==> config.mk <==
export PLATFORM = sky130hd
export DESIGN_NAME = edo_dram_emu
export DESIGN_NICKNAME = d
export VERILOG_FILES = /design/src/rtl/edo_pkg.sv /design/src/rtl/edo_pin_edge.sv /design/src/rtl/edo_cell_array.sv /design/src/rtl/edo_out_ctrl.sv /design/src/rtl/edo_dram_emu.sv
export SDC_FILE = /design/constraint.sdc
export NUM_CORES = 1
export LEC_CHECK = 0
export BUFFER_PORTS_ARGS = -buffer_cell sky130_fd_sc_hd__buf_2
export CAP_MARGIN = 10
export CORE_MARGIN = 2
export CORE_UTILIZATION = 35
export DETAILED_ROUTE_END_ITERATION = 6
export HOLD_SLACK_MARGIN = 0.02
export PLACE_DENSITY_LB_ADDON = 0.12
export SLEW_MARGIN = 0
export SYNTH_ARGS = -nofsm -noshare
export SYNTH_HDL_FRONTEND = slang
export SYNTH_HIERARCHICAL = 1
export SYNTH_SLANG_ARGS = --single-unit
==> constraint.sdc <==
create_clock -name clk_i -period 5.2 [get_ports clk_i]
set_input_delay 0.26 -clock clk_i [delete_from_list [all_inputs] [get_ports clk_i]]
set_output_delay 0.26 -clock clk_i [all_outputs]
set_load 0.03 [all_outputs]
==> src/rtl/edo_pkg.sv <==
package edo_pkg;
  localparam int NPIN    = 4;
  localparam int PIN_RAS = 0;
  localparam int PIN_CAS = 1;
  localparam int PIN_WE  = 2;
  localparam int PIN_OE  = 3;

  typedef enum logic [1:0] {
    ACC_IDLE  = 2'd0,
    ACC_READ  = 2'd1,
    ACC_WRITE = 2'd2
  } acc_e;
endpackage

==> src/rtl/edo_pin_edge.sv <==
module edo_pin_edge #(
  parameter int N = 4
) (
  input  logic         clk_i,
  input  logic         rst_ni,
  input  logic [N-1:0] pin_i,
  output logic [N-1:0] fall_o
);
  for (genvar g = 0; g < N; g++) begin : g_pin
    logic prev_q;
    always_ff @(posedge clk_i or negedge rst_ni) begin
      if (!rst_ni) prev_q <= 1'b1;   // strobes idle high
      else         prev_q <= pin_i[g];
    end
    assign fall_o[g] = prev_q & ~pin_i[g];
  end
endmodule

==> src/rtl/edo_cell_array.sv <==
module edo_cell_array #(
  parameter int ROW_W = 3,
  parameter int COL_W = 3,
  parameter int DW    = 8
) (
  input  logic             clk_i,
  input  logic             wr_en_i,
  input  logic [ROW_W-1:0] row_i,
  input  logic [COL_W-1:0] col_i,
  input  logic [DW-1:0]    wr_data_i,
  output logic [DW-1:0]    rd_data_o
);
  localparam int DEPTH = 1 << (ROW_W + COL_W);

  logic [DW-1:0] mem_q [DEPTH];
  logic [ROW_W+COL_W-1:0] idx;

  assign idx = {row_i, col_i};

  always_ff @(posedge clk_i) begin
    if (wr_en_i) mem_q[idx] <= wr_data_i;
  end

  assign rd_data_o = mem_q[idx];
endmodule

==> src/rtl/edo_out_ctrl.sv <==
module edo_out_ctrl #(
  parameter int DW    = 8,
  parameter int T_OFF = 2
) (
  input  logic          clk_i,
  input  logic          rst_ni,
  input  logic          ras_ni,
  input  logic          cas_ni,
  input  logic          we_ni,
  input  logic          oe_ni,
  input  logic          ras_fall_i,
  input  logic          load_i,
  input  logic          wr_kill_i,
  input  logic [DW-1:0] rd_word_i,
  output logic [DW-1:0] dq_o,
  output logic          dq_oe_o
);
  localparam int CW = $clog2(T_OFF + 1);

  logic          live_q;
  logic [DW-1:0] data_q;
  logic [CW-1:0] off_cnt_q;
  logic          both_hi, expire, page_kill;

  assign both_hi   = ras_ni & cas_ni;
  assign expire    = both_hi & (off_cnt_q == CW'(T_OFF - 1));
  // OE or WE activity during column precharge drops the held word
  assign page_kill = ~ras_ni & cas_ni & (oe_ni | ~we_ni);

  always_ff @(posedge clk_i or negedge rst_ni) begin
    if (!rst_ni)           off_cnt_q <= '0;
    else if (!both_hi)     off_cnt_q <= '0;
    else if (off_cnt_q != CW'(T_OFF)) off_cnt_q <= off_cnt_q + 1'b1;
  end

  always_ff @(posedge clk_i or negedge rst_ni) begin
    if (!rst_ni) begin
      live_q <= 1'b0;
      data_q <= '0;
    end else if (load_i) begin
      live_q <= 1'b1;
      data_q <= rd_word_i;
    end else if (wr_kill_i | ras_fall_i | page_kill | expire) begin
      live_q <= 1'b0;
    end
  end

  assign dq_o    = data_q;
  assign dq_oe_o = live_q & ~oe_ni;
endmodule

==> src/rtl/edo_dram_emu.sv <==
module edo_dram_emu
  import edo_pkg::*;
#(
  parameter int ROW_W = 3,
  parameter int COL_W = 3,
  parameter int DW    = 8,
  parameter int T_OFF = 2,
  localparam int ADDR_W = (ROW_W > COL_W) ? ROW_W : COL_W
) (
  input  logic              clk_i,
  input  logic              rst_ni,
  input  logic              ras_ni,
  input  logic              cas_ni,
  input  logic              we_ni,
  input  logic              oe_ni,
  input  logic [ADDR_W-1:0] addr_i,
  input  logic [DW-1:0]     dq_i,
  output logic [DW-1:0]     dq_o,
  output logic              dq_oe_o
);
  logic [NPIN-1:0] pins, fall;
  logic            ras_fall, cas_fall, we_fall;
  logic            early_wr, rd_load, late_try, late_wr, wr_en;
  logic [ROW_W-1:0] row_q, row_use;
  logic [COL_W-1:0] col_q, col_use;
  logic [DW-1:0]    rd_word;
  acc_e             acc_q;

  assign pins[PIN_RAS] = ras_ni;
  assign pins[PIN_CAS] = cas_ni;
  assign pins[PIN_WE]  = we_ni;
  assign pins[PIN_OE]  = oe_ni;

  edo_pin_edge #(.N(NPIN)) u_edge (
    .clk_i  (clk_i),
    .rst_ni (rst_ni),
    .pin_i  (pins),
    .fall_o (fall)
  );

  assign ras_fall = fall[PIN_RAS];
  assign cas_fall = fall[PIN_CAS] & ~ras_ni;
  assign we_fall  = fall[PIN_WE];

  assign row_use = ras_fall ? addr_i[ROW_W-1:0] : row_q;
  assign col_use = cas_fall ? addr_i[COL_W-1:0] : col_q;

  assign early_wr = cas_fall & ~we_ni;
  assign rd_load  = cas_fall & we_ni;
  // WE falling after the column strobe: write only with outputs disabled
  assign late_try = we_fall & ~ras_ni & ~cas_ni & ~cas_fall & (acc_q == ACC_READ);
  assign late_wr  = late_try & oe_ni;
  assign wr_en    = early_wr | late_wr;

  always_ff @(posedge clk_i or negedge rst_ni) begin
    if (!rst_ni) begin
      row_q <= '0;
      col_q <= '0;
      acc_q <= ACC_IDLE;
    end else begin
      row_q <= row_use;
      col_q <= col_use;
      if (early_wr)              acc_q <= ACC_WRITE;
      else if (rd_load)          acc_q <= ACC_READ;
      else if (late_wr)          acc_q <= ACC_WRITE;
      else if (ras_ni | cas_ni)  acc_q <= ACC_IDLE;
    end
  end

  edo_cell_array #(.ROW_W(ROW_W), .COL_W(COL_W), .DW(DW)) u_cells (
    .clk_i     (clk_i),
    .wr_en_i   (wr_en),
    .row_i     (row_use),
    .col_i     (col_use),
    .wr_data_i (dq_i),
    .rd_data_o (rd_word)
  );

  edo_out_ctrl #(.DW(DW), .T_OFF(T_OFF)) u_out (
    .clk_i      (clk_i),
    .rst_ni     (rst_ni),
    .ras_ni     (ras_ni),
    .cas_ni     (cas_ni),
    .we_ni      (we_ni),
    .oe_ni      (oe_ni),
    .ras_fall_i (ras_fall),
    .load_i     (rd_load),
    .wr_kill_i  (wr_en),
    .rd_word_i  (rd_word),
    .dq_o       (dq_o),
    .dq_oe_o    (dq_oe_o)
  );
endmodule

Word level (Yosys, flattened, before mapping):

Memories as Yosys holds them, arrays and structs flattened. A register that Yosys moved wholly into a read port is not among the register bits.
Index checks and enable logic that the tools add are counted.

* flip-flop bits (word level): 14
* bits in writable memories: 512
* input bits: 17
* output and inout bits: 9
* word-level logic and storage cells: 56
* memories kept: 1

Memory list
* u_cells.mem_q: depth 64, width 8, read ports 1, clocked after Yosys merged registers in 1, wr ports 1, RTL line edo_cell_array.sv:15 `logic [DW-1:0] mem_q [DEPTH];`

* add/sub/neg operators: 1
* equal/unequal tests: 4
* mux-type cells: 12
* bitwise gates (word level): 27
* reductions and logical operators: 3

Operators by type and width (count)
* $and 1x1->1: 16
* $mux 2: 6
* $mux 3: 2
* $or 1x1->1: 6
* $not 1->1: 5
* $eq 2x1->1 const B: 2
* $mux 1: 4
* $ne 2x2->1 const B: 2
* $reduce_bool 4->1: 1
* $add 2x1->2 const B: 1
* $reduce_bool 2->1: 1
* $logic_not 1->1: 1

Depth between registers and ports, before layout:

Gate-level depths: netlist of the first run.

* depth in word-level cells: 13
* depth in mapped cells: 14
* depth with buffers taken out: 9

Hierarchy:

The synthesis of the first run kept the hierarchy.

By module, submodules not included
* edo_cell_array: times used 1, cells an instance 1163, area each 20289.5 um^2, seq. area each 15374.7 um^2
* edo_out_ctrl: times used 1, cells an instance 36, area each 506.7 um^2, seq. area each 275.3 um^2
* edo_dram_emu: times used 1, cells an instance 25, area each 366.6 um^2, seq. area each 200.2 um^2
* edo_pin_edge: times used 1, cells an instance 8, area each 160.2 um^2, seq. area each 105.1 um^2

Least setup slack after synthesis of the first run:

Ideal clock, no wire load.

* path type: register to register
* start point: register u_edge.g_pin[1].prev_q
* end point: memory u_cells.mem_q[13][0], enable pin
* library setup time: 370 ps
* arrival: 2970 ps
* required time: 4830 ps
* setup slack: 1859 ps
* stages on the path, launching flop included: 11
* buffers on the path: 4
* clock period less this slack: 3341 ps
* path through: dfstp_2 -> nor2b_4 -> nor2b_4 -> mux2_1 -> buf_6 -> buf_6 -> nor2b_1 -> clkbuf_1 -> clkbuf_1 -> nand3_1 -> nor2_1

* elaborated cells on any way between the ends: 11
* those cells by class: 3 x mux; 8 x bitwise

RTL lines
* from (decl): RTL line edo_pin_edge.sv:10 `logic prev_q;`
* from (signal assigned): RTL line edo_pin_edge.sv:13 `else prev_q <= pin_i[g];`
* $and 1x1->1: RTL line edo_pin_edge.sv:15 `assign fall_o[g] = prev_q & ~pin_i[g];`
* net fall[1]: RTL line edo_dram_emu.sv:21 `logic [NPIN-1:0] pins, fall;`
* $and 1x1->1: RTL line edo_dram_emu.sv:42 `assign cas_fall = fall[PIN_CAS] & ~ras_ni;`
* $mux 3: RTL line edo_dram_emu.sv:46 `assign col_use = cas_fall ? addr_i[COL_W-1:0] : col_q;`
* net col_use[1]: RTL line edo_dram_emu.sv:25 `logic [COL_W-1:0] col_q, col_use;`
* to (decl): RTL line edo_cell_array.sv:15

The timed path passes the listed nets, and every way through them passes these cells.

Worst setup path in the final report of the first run:

* start point: register u_edge.g_pin[1].prev_q
* end point: register u_out.data_q[3], in the netlist u_out/dq_o[3], read port of u_cells.mem_q

* cells in the longest elaborated chain, start to end: 3
* elaborated cells on any way between the ends: 4
* those cells by class: 1 x mux; 3 x bitwise

Ends and longest elaborated chain
* $and 1x1->1: RTL line edo_pin_edge.sv:15
* net fall[1]: RTL line edo_dram_emu.sv:21
* $and 1x1->1: RTL line edo_dram_emu.sv:42
* $mux 3: RTL line edo_dram_emu.sv:46
* net col_use[2]: RTL line edo_dram_emu.sv:25
* to (decl): RTL line edo_out_ctrl.sv:21 `logic [DW-1:0] data_q;`

The timed path passes the listed nets, and every way through them passes these cells.
A chain may end at the register's enable or synchronous reset.

==> flow_metrics.py, run 1 <==
metrics = {
    "floorplan": {
        "start_util_pct": 35.3,
        "core_area_mm2": 0.0602,
        "die_w_um": 251,
        "die_h_um": 251,
        "num_rows": 90,
        "io-pin-count": 26,
        "dieArea_mm2": 0.0628,
    },
    "clock_tree": {
        "clkSinkCount": 534,
        "cts_max_path_buffers": 3,
        "cts_resized": 0,
        "numCtsBuffers": 58,
        "cts_tree": "yes",
        "clock_latency_ns": 0.62,
        "cts_max_level": 2,
        "root_buffer": "clkbuf_16",
        "clk_pin_slew_ns": 0.06,
    },
    "layout": {
        "n_fill_cell": 5391,
        "synthToLayoutAreaGrowth_pct": 16.5,
        "antennaDiodeCount": 0,
        "post_route_cells_drive_above_1_share_pct": 21.7,
        "postLayoutCoreUtil_pct": 41.2,
        "fin_cells": 2177,
        "fin_area_mm2": 0.0248,
        "layout.nets": 1365,
    },
    "detailed_routing": {
        "first_pass_iters": 5,
        "ant_nets": 0,
        "wirelength_mm": 61.3,
        "drt_iter0_drc": 1347,
        "post-route-drc-count": 0,
        "via_per_inst": 5.51,
        "wl_per_cell_um": 28.1,
        "vias": 12000,
    },
    "pwr": {
        "power.leakage_nw": 8.19,
        "ir_drop_v": 0.000227,
        "total_power_mw": 10.5,
        "power.density_mw_per_mm2": 424,
    },
    "setup_path": {
        "crit_type": "reg2reg",
        "cp_top_family": "simple AND/OR/NAND/NOR gates",
        "worstSetupEndpointType": "register",
        "crit_buf_inv": 1,
        "crit_arrival_ns": 5.17,
        "worstSetupStartpointType": "register",
        "cp_slowest_cell": "o311ai_0",
        "critical-path-max-stage-delay_ns": 0.91,
        "path_cells": "nor2b_4, nor2b_4, mux2_8, buf_4, nor2_1, a22oi_1, and3_1, o311ai_0, or4_1, mux2_4",
        "cpMostUsedCell": "nor2b_4",
        "worstPathRequired_ns": 5.75,
        "cp_max_fo": 75,
    },
    "grt": {
        "grt_overflow_total": 0,
        "antenna_found_initial": 1,
        "grt_max_degree": 76,
        "grt_pass1_vias": 12000,
        "grt.total_usage_pct": 19.5,
        "grt_pass1_wl_mm": 88.5,
    },
    "place": {
        "postPlaceCellArea_mm2": 0.0229,
        "dp.cells": 2064,
        "gp_congestion": 0.840,
        "dp_hpwl_mm": 37.8,
        "io_buffers": 25,
    },
    "synth": {
        "netlist_area_mm2": 0.0213,
        "syn-instance-count": 1230,
        "syn_nets": 1249,
        "syn_area_per_cell_um2": 17.3,
        "synth_warnings": 6,
    },
    "timing": {
        "drv_slew": 0,
        "finalSetupTns_ns": 0,
        "tightest_slew_ns": 1.08,
        "setup_violations": 0,
        "rsz0062_at_grt": "no",
        "max_freq_mhz": 217,
        "min_period_over_period_pct": 88.7,
        "min_period_ns": 4.61,
        "finClkSkew_ns": 0.0122,
        "slew-limit-headroom_pct": 27.1,
        "finalHoldViolCount": 0,
    },
    "run_status": {
        "status": "complete, no violations",
    },
    "run": {
        "maxCapViolCount": 0,
    },
    "hold_path": {
        "hp-class": "in2reg",
    },
}
## path summary, 6_finish.rpt
check / from / cells after the start / to / slack [ns]
setup / recovery: u_edge/g_pin[1].prev_q / 10 / u_out/dq_o[3] / 0.59
hold / removal: oe_ni / 3 / acc_q[1] / 0.09
setup reg to reg: u_edge/g_pin[1].prev_q / 10 / u_out/dq_o[3] / 0.59
hold reg to reg: u_out/dq_o[2] / 1 / u_out/dq_o[2] / 0.51
max in group asynchronous: rst_ni / 2 / u_out/dq_o[3] / 4.65
min in group asynchronous: rst_ni / 2 / u_out/dq_o[4] / 0.17
## area by class of cell
| cell class | count | area [µm²] | area share [%] |
|---|---|---|---|
| Clock buffer | 76 | 1640 | 6.63 |
| Clock inverter | 33 | 267 | 1.07 |
| Inverter | 6 | 22.5 | 0.0908 |
| Multi-Input combinational cell | 608 | 4960 | 20.0 |
| Sequential cell | 534 | 15900 | 64.2 |
| Tap cell | 782 | 978 | 3.94 |
| Timing Repair Buffer | 138 | 1010 | 4.07 |
## per-layer routing
layer,share of wire (%),global-route usage (%),vias up,routed length [µm]
li1,-,-,5204,-
met1,44,27.5,6295,27200
met2,46,30.8,413,28500
met3,6.5,3.75,93,3980
met4,2.7,5.73,0,1640
met5,0,0,-,0
## stage by stage
stage	hold WS (ns)	setup WS, ns
global route	0.0909	0.486
CTS	0.0510	0.631
detailed placement	0.276	0.650
global placement	0.269	0.762
floorplan	-0.0356	1.86
finish	0.0905	0.586
## repair_timing
action,4_1_cts,5_1_grt
setup buffers,0,0
hold buffers,4,0
endpoints found under the hold margin,29,0
## worst register-to-register path, stage by stage (launching register included)
cell      delay, ns
dfstp_2        0.51
nor2b_4        0.18
nor2b_4        0.25
mux2_8         0.58
buf_4          0.48
nor2_1         0.82
a22oi_1        0.21
and3_1         0.25
o311ai_0       0.91
or4_1          0.22
mux2_4         0.13
## sequential cells by signal (all words and copies together) (netlist names)
name and flops:
u_out/dq_o 8, col_q 3, u_cells/mem_q 512, row_q 3, u_edge/g_pin.prev_q 3, u_out/off_cnt_q 2
acc_q 2, u_out/live_q 1
## power by group
| part | total (mW) | internal, mW | switching, mW |
|---|---|---|---|
| Combinational | 1.60 | 0.561 | 1.04 |
| Clock | 4.11 | 2.42 | 1.70 |
| Sequential | 4.80 | 4.76 | 0.0426 |
## cell usage in the layout (no fill, tap or decap), types with 6 or more instances in the layout
| cell | n |
|---|---|
| edfxtp_1 | 512 |
| buf_4 | 107 |
| nor2_1 | 85 |
| mux2i_1 | 63 |
| clkbuf_16 | 62 |
| nand2_1 | 46 |
| mux4_2 | 41 |
| a22oi_1 | 40 |
| a21oi_1 | 29 |
| nand2b_1 | 26 |
| buf_2 | 25 |
| o22ai_1 | 23 |
| a221oi_1 | 21 |
| dfrtp_1 | 19 |
| a31oi_1 | 15 |
| nand3b_1 | 13 |
| clkinv_2 | 12 |
| mux2_4 | 11 |
| a22o_1 | 11 |
| clkinv_1 | 11 |
| o22a_1 | 11 |
| a221o_1 | 11 |
| and2_1 | 10 |
| clkbuf_1 | 10 |
| o21ai_0 | 9 |
| nand3_1 | 9 |
| and3_1 | 9 |
| o221ai_1 | 9 |
| mux2_2 | 8 |
| nor2b_1 | 7 |
| o2bb2ai_1 | 7 |
| a32oi_1 | 7 |
| mux2_1 | 7 |
| inv_1 | 6 |
| a211oi_1 | 6 |
| and4_1 | 6 |
Power figures use the tool's default switching activity.
==> run 2: changes to the inputs <==
--- a/config.mk
+++ b/config.mk
@@ -11,7 +11,7 @@
 export CORE_UTILIZATION = 35
 export DETAILED_ROUTE_END_ITERATION = 6
 export HOLD_SLACK_MARGIN = 0.02
-export PLACE_DENSITY_LB_ADDON = 0.12
+export PLACE_DENSITY_LB_ADDON = 0.08
 export SLEW_MARGIN = 0
 export SYNTH_ARGS = -nofsm -noshare
 export SYNTH_HDL_FRONTEND = slang
==> constraint.sdc (replaced) <==
create_clock -name clk_i -period 6 [get_ports clk_i]
set_input_delay 0.3 -clock clk_i [delete_from_list [all_inputs] [get_ports clk_i]]
set_output_delay 0.3 -clock clk_i [all_outputs]
set_load 0.03 [all_outputs]
==> run 2 against run 1 <==
Sequential share of layout area is 1.9 points higher; clock skew is 0.0067 ns higher; flip-flop and latch count unchanged; global-route usage hardly changed; highest routed layer is now met5.
==> flow_metrics.py, run 2 (same netlist as run 1, synthesis figures left out) <==
metrics = {
    "run_status": {
        "status": "complete, no violations",
    },
    "setup_path": {
        "worstPathRequired_ns": 6.23,
        "cp_max_fo": 34,
        "crit_start": "u_edge/g_pin[1].prev_q",
        "r2r-end": "u_cells/mem_q[53][0]",
        "crit_type": "reg2reg",
        "r2r_cells": 6,
        "rrSetupSlack_ns": 1.48,
        "crit_end": "u_cells/mem_q[53][0]",
        "worstSetupStartpointType": "register",
        "worstSetupEndpointType": "register",
        "crit_arrival_ns": 4.74,
        "reg2reg_from": "u_edge/g_pin[1].prev_q",
    },
    "timing": {
        "setup_violations": 0,
        "rsz0062_at_grt": "no",
        "min_period_ns": 4.52,
        "finalHoldViolCount": 0,
        "drv_slew": 0,
        "max_freq_mhz": 221,
        "tightest_slew_ns": 1.13,
        "finClkSkew_ns": 0.0189,
        "finalSetupTns_ns": 0,
        "holdWs_ns": 0.119,
        "slew-limit-headroom_pct": 24.2,
        "min_period_over_period_pct": 75.3,
    },
    "pwr": {
        "comb_power_share_pct": 15.3,
        "p_int_mw": 6.55,
        "swShare_pct": 26.4,
        "power.density_mw_per_mm2": 369,
        "seqPwrFrac_pct": 46.8,
        "p_sw_mw": 2.35,
        "power.leakage_nw": 7.74,
        "clockPowerShare_pct": 37.9,
        "ir_drop_v": 0.000212,
    },
    "grt": {
        "grt_max_degree": 77,
        "grt_overflow_total": 0,
        "antenna_found_initial": 1,
        "grt_pass1_vias": 11800,
        "grt.total_usage_pct": 19.6,
        "grt_pass1_wl_mm": 87.8,
    },
    "layout": {
        "postLayoutCoreUtil_pct": 40.0,
        "layout.nets": 1289,
        "final_common_cell": "edfxtp_1",
        "n_fill_cell": 5473,
        "layout_common_cells": "512 x edfxtp_1, 85 x nor2_1, 63 x mux2i_1",
        "synthToLayoutAreaGrowth_pct": 13.2,
        "fin_area_mm2": 0.0241,
        "post_route_cells_drive_above_1_share_pct": 16.4,
        "largest_reg_flops": 512,
        "top_register": "u_cells/mem_q",
    },
    "detailed_routing": {
        "wirelength_mm": 61.2,
        "vias": 11600,
        "first_pass_iters": 5,
        "ant_nets": 0,
        "wl_per_cell_um": 29.2,
        "post-route-drc-count": 0,
        "via_per_inst": 5.52,
        "drt_iter0_drc": 991,
    },
    "floorplan": {
        "io-pin-count": 26,
        "dieArea_mm2": 0.0628,
        "die_w_um": 251,
        "core_area_mm2": 0.0602,
        "num_rows": 90,
        "die_h_um": 251,
        "start_util_pct": 35.3,
    },
    "place": {
        "postPlaceCellArea_mm2": 0.0223,
        "gp_congestion": 0.788,
        "dp_hpwl_mm": 36.9,
        "io_buffers": 25,
    },
    "hold_path": {
        "min_from": "oe_ni",
        "hp-class": "in2reg",
    },
    "clock_tree": {
        "clock_latency_ns": 0.61,
        "cts_tree": "yes",
        "numCtsBuffers": 57,
        "root_buffer": "clkbuf_16",
        "cts_max_level": 2,
        "clk_pin_slew_ns": 0.06,
        "cts_max_path_buffers": 3,
        "holdBufCountCts": 4,
        "clkSinkCount": 534,
        "cts_resized": 0,
        "post_cts_buffers": 0,
    },
    "run": {
        "maxCapViolCount": 0,
    },
}
run 2: changes by cell type in the layout (fill, tap and decap cells not counted), moves of 2 or more:
cell	previous run	this run
buf_4	107	32
clkbuf_1	10	15
clkbuf_16	62	59
clkbuf_8	4	0
clkinvlp_4	4	0
diode_2	0	2
nor2b_2	2	0
run 2: critical path: stages (launching register included):
cell	delay, ns
dfstp_2	0.52
nor2b_4	0.18
nor2b_4	0.26
mux2_4	0.55
nor2b_4	0.72
nand3_1	0.96
nor2_1	0.92
run 2: final cells by class:
type | instances | area [µm²] | area share (%)
antenna | 2 | 5.00 | 0.0208
clock buffer | 74 | 1530 | 6.36
clock inverter | 29 | 234 | 0.971
inverter | 6 | 22.5 | 0.0935
multi-input combinational | 608 | 4960 | 20.6
sequential | 534 | 15900 | 66.1
tap | 782 | 978 | 4.06
timing repair buffer | 63 | 437 | 1.81
run 2: power by group through the flow:
stage	Combinational, mW	Sequential [mW]	Clock (mW)
after CTS	1.37	4.16	3.46
final	1.36	4.17	3.37
after floorplan	0.802	4.28	0
after detailed placement	1.37	4.24	0
after global placement	1.37	4.24	0
after global routing	1.45	4.17	3.60
run 2: worst min-delay path by stage:
| stage | end | slack [ns] | cells past startpoint |
|---|---|---|---|
| after global routing | acc_q[1] | 0.12 | 3 |
| after detailed placement | u_out/dq_o[2] | 0.32 | 1 |
| final | acc_q[1] | 0.12 | 3 |
| after CTS | acc_q[1] | 0.08 | 3 |
| after floorplan | acc_q[0] | 0.004 | 0 |
| after global placement | u_out/dq_o[4] | 0.32 | 1 |
run 2: through the flow:
stage	total power, mW	std cells	setup slack [ns]
after floorplan	5.08	1230	2.66
after global placement	5.61	1988	1.49
after detailed placement	5.61	1988	1.41
after CTS	9.00	2095	1.38
after global routing	9.21	2096	1.30
final	8.90	2098	1.48
run 2: routing by layer:
layer / share of wire, % / vias to the layer above / global-route usage (%)
met2: 46 / 328 / 30.4
met5: 0.021 / - / 0
met1: 46 / 6104 / 27.9
met4: 2.8 / 2 / 5.82
li1: - / 5057 / -
met3: 5.7 / 98 / 3.84
==> run 3: changes to the inputs <==
==> constraint.sdc (replaced) <==
create_clock -name clk_i -period 4.1 [get_ports clk_i]
set_input_delay 0.205 -clock clk_i [delete_from_list [all_inputs] [get_ports clk_i]]
set_output_delay 0.205 -clock clk_i [all_outputs]
set_load 0.03 [all_outputs]
==> run 3 against run 2 <==
Non-clock buffer count grew 110; clock power rose by 55%; register-to-register slack worse by 1.3 ns; via count is 4.0% higher; final cell count up 5.5%; final area rose by 4.6%; clock-buffer cell count fell by 5; critical endpoint is now u_out/dq_o[6].
==> flow_metrics.py, run 3 (same netlist as run 1, synthesis figures left out) <==
metrics = {
    "setup_path": {
        "critical-path-max-stage-delay_ns": 0.53,
        "crit_arrival_ns": 4.39,
        "cp_max_fo": 36,
        "r2r_cells": 11,
        "path_cells": "nor2b_4, nor2b_4, mux2_8, buf_12, mux2i_1, o22ai_1, o31ai_1, buf_4, o221ai_1, or4_1, mux2_4",
        "rrSetupSlack_ns": 0.20,
        "cpMostUsedCell": "nor2b_4",
        "crit_buf_inv": 2,
        "reg2reg_from": "u_edge/g_pin[1].prev_q",
        "worstSetupEndpointType": "register",
        "cp_slowest_cell": "mux2_8",
        "r2r-end": "u_out/dq_o[6]",
        "cp_top_family": "multiplexers",
        "crit_type": "reg2reg",
        "worstSetupStartpointType": "register",
        "worstPathRequired_ns": 4.59,
    },
    "grt": {
        "grt_max_degree": 65,
        "grt.met3_usage_pct": 3.80,
        "grt_pass1_wl_mm": 90.2,
        "antenna_found_initial": 1,
        "grt.met1_usage_pct": 28.5,
        "grt_pass1_vias": 12100,
        "use_met2_pct": 31.9,
        "grt.total_usage_pct": 20.2,
        "grt.busiest_layer": "met2",
        "grt_overflow_total": 0,
    },
    "timing": {
        "rsz0062_at_grt": "no",
        "slew-limit-headroom_pct": 32.9,
        "holdWs_ns": 0.0587,
        "finalHoldViolCount": 0,
        "finalSetupTns_ns": 0,
        "finClkSkew_ns": 0.0216,
        "drv_slew": 0,
        "setup_violations": 0,
        "tightest_slew_ns": 1.00,
        "max_freq_mhz": 256,
        "min_period_ns": 3.90,
        "min_period_over_period_pct": 95.2,
    },
    "floorplan": {
        "die_h_um": 251,
        "num_rows": 90,
        "io-pin-count": 26,
        "dieArea_mm2": 0.0628,
        "start_util_pct": 35.3,
        "core_area_mm2": 0.0602,
        "die_w_um": 251,
    },
    "hold_path": {
        "hp-class": "in2reg",
        "hold_depth": 2,
        "hold_end": "col_q[0]",
        "min_from": "addr_i[0]",
    },
    "detailed_routing": {
        "first_pass_iters": 5,
        "drt_iter0_drc": 976,
        "vias": 12000,
        "post-route-drc-count": 0,
        "wl_per_cell_um": 28.4,
        "ant_nets": 0,
        "via_per_inst": 5.44,
        "wirelength_mm": 62.8,
    },
    "layout": {
        "multiInputGateArea_mm2": 0.00496,
        "final_common_cell": "edfxtp_1",
        "layout_common_cells": "512 x edfxtp_1, 129 x buf_4, 85 x nor2_1",
        "layout.nets": 1401,
        "n_fill_cell": 5387,
        "synthToLayoutAreaGrowth_pct": 18.5,
        "regArea_mm2": 0.0159,
        "antennaDiodeCount": 0,
        "postLayoutCoreUtil_pct": 41.9,
        "largest_reg_flops": 512,
        "post_route_cells_drive_above_1_share_pct": 23.3,
        "top_register": "u_cells/mem_q",
    },
    "clock_tree": {
        "cts_max_path_buffers": 3,
        "cts_max_level": 2,
        "clk_pin_slew_ns": 0.06,
        "post_cts_buffers": 0,
        "clock_latency_ns": 0.62,
        "clkSinkCount": 534,
        "root_buffer": "clkbuf_16",
        "holdBufCountCts": 6,
        "cts_resized": 0,
        "cts_tree": "yes",
        "numCtsBuffers": 59,
    },
    "pwr": {
        "ir_drop_v": 0.000278,
        "power.density_mw_per_mm2": 536,
        "power.leakage_nw": 8.41,
    },
    "run": {
        "maxCapViolCount": 0,
    },
    "place": {
        "dp_hpwl_mm": 40.7,
        "io_buffers": 25,
        "gp_congestion": 0.818,
    },
    "run_status": {
        "status": "complete, no violations",
    },
}
[run 3: cell count changes in the layout (fill, tap and decap cells not counted), moves of 4 or more]
cell        before  now
buf_12           1   13
clkbuf_1        15    8
buf_4           32  129
clkinvlp_4       0    5
clkinv_1        12   16
[run 3: how the worst max path moves through the flow]
stage	startpoint	end	slack, ns	depth (start not counted)
detailed placement	u_edge/g_pin[1].prev_q	u_out/dq_o[6]	0.12	11
CTS	u_edge/g_pin[1].prev_q	u_out/dq_o[6]	0.1	11
global route	u_edge/g_pin[1].prev_q	u_out/dq_o[3]	0.06	10
global placement	u_edge/g_pin[1].prev_q	u_out/dq_o[6]	0.17	11
floorplan	u_edge/g_pin[1].prev_q	u_cells/mem_q[13][0]	0.76	10
finish	u_edge/g_pin[1].prev_q	u_out/dq_o[6]	0.20	11
[run 3: layer usage]
layer	vias up	part of all wire (%)
met2	329	47
met4	0	2.6
met1	6359	45
li1	5278	-
met5	-	0
met3	83	5.5
[run 3: area by class of cell]
type                       count  share of cell area, %
sequential                   534                   63.2
multi-input combinational    608                   19.7
clock buffer                  69                   6.17
timing repair buffer         173                   5.61
tap                          782                   3.88
clock inverter                41                   1.42
inverter                       6                 0.0893
[run 3: worst register-to-register path: stages (launching register included)]
cell and delay (ns):
dfstp_2 0.51, nor2b_4 0.18, nor2b_4 0.25, mux2_8 0.54, buf_12 0.30, mux2i_1 0.48
o22ai_1 0.25, o31ai_1 0.31, buf_4 0.18, o221ai_1 0.11, or4_1 0.41, mux2_4 0.26
[run 3: power breakdown]
group          switching, mW  total [mW]  internal (mW)
registers             0.0593        6.10           6.04
logic                   1.35        2.18          0.830
clock network           2.16        5.23           3.08
total                   3.57        13.5           9.95
[run 3: stage by stage]
stage	cell area [µm²]	power, mW	worst slack (ns)	instances
after floorplan	21300	7.43	0.759	1230
after global placement	23200	8.41	0.165	2097
after detailed placement	23200	8.41	0.116	2097
after CTS	25200	13.7	0.0963	2213
after global routing	25200	14.0	0.0589	2213
final	25200	13.5	0.198	2213
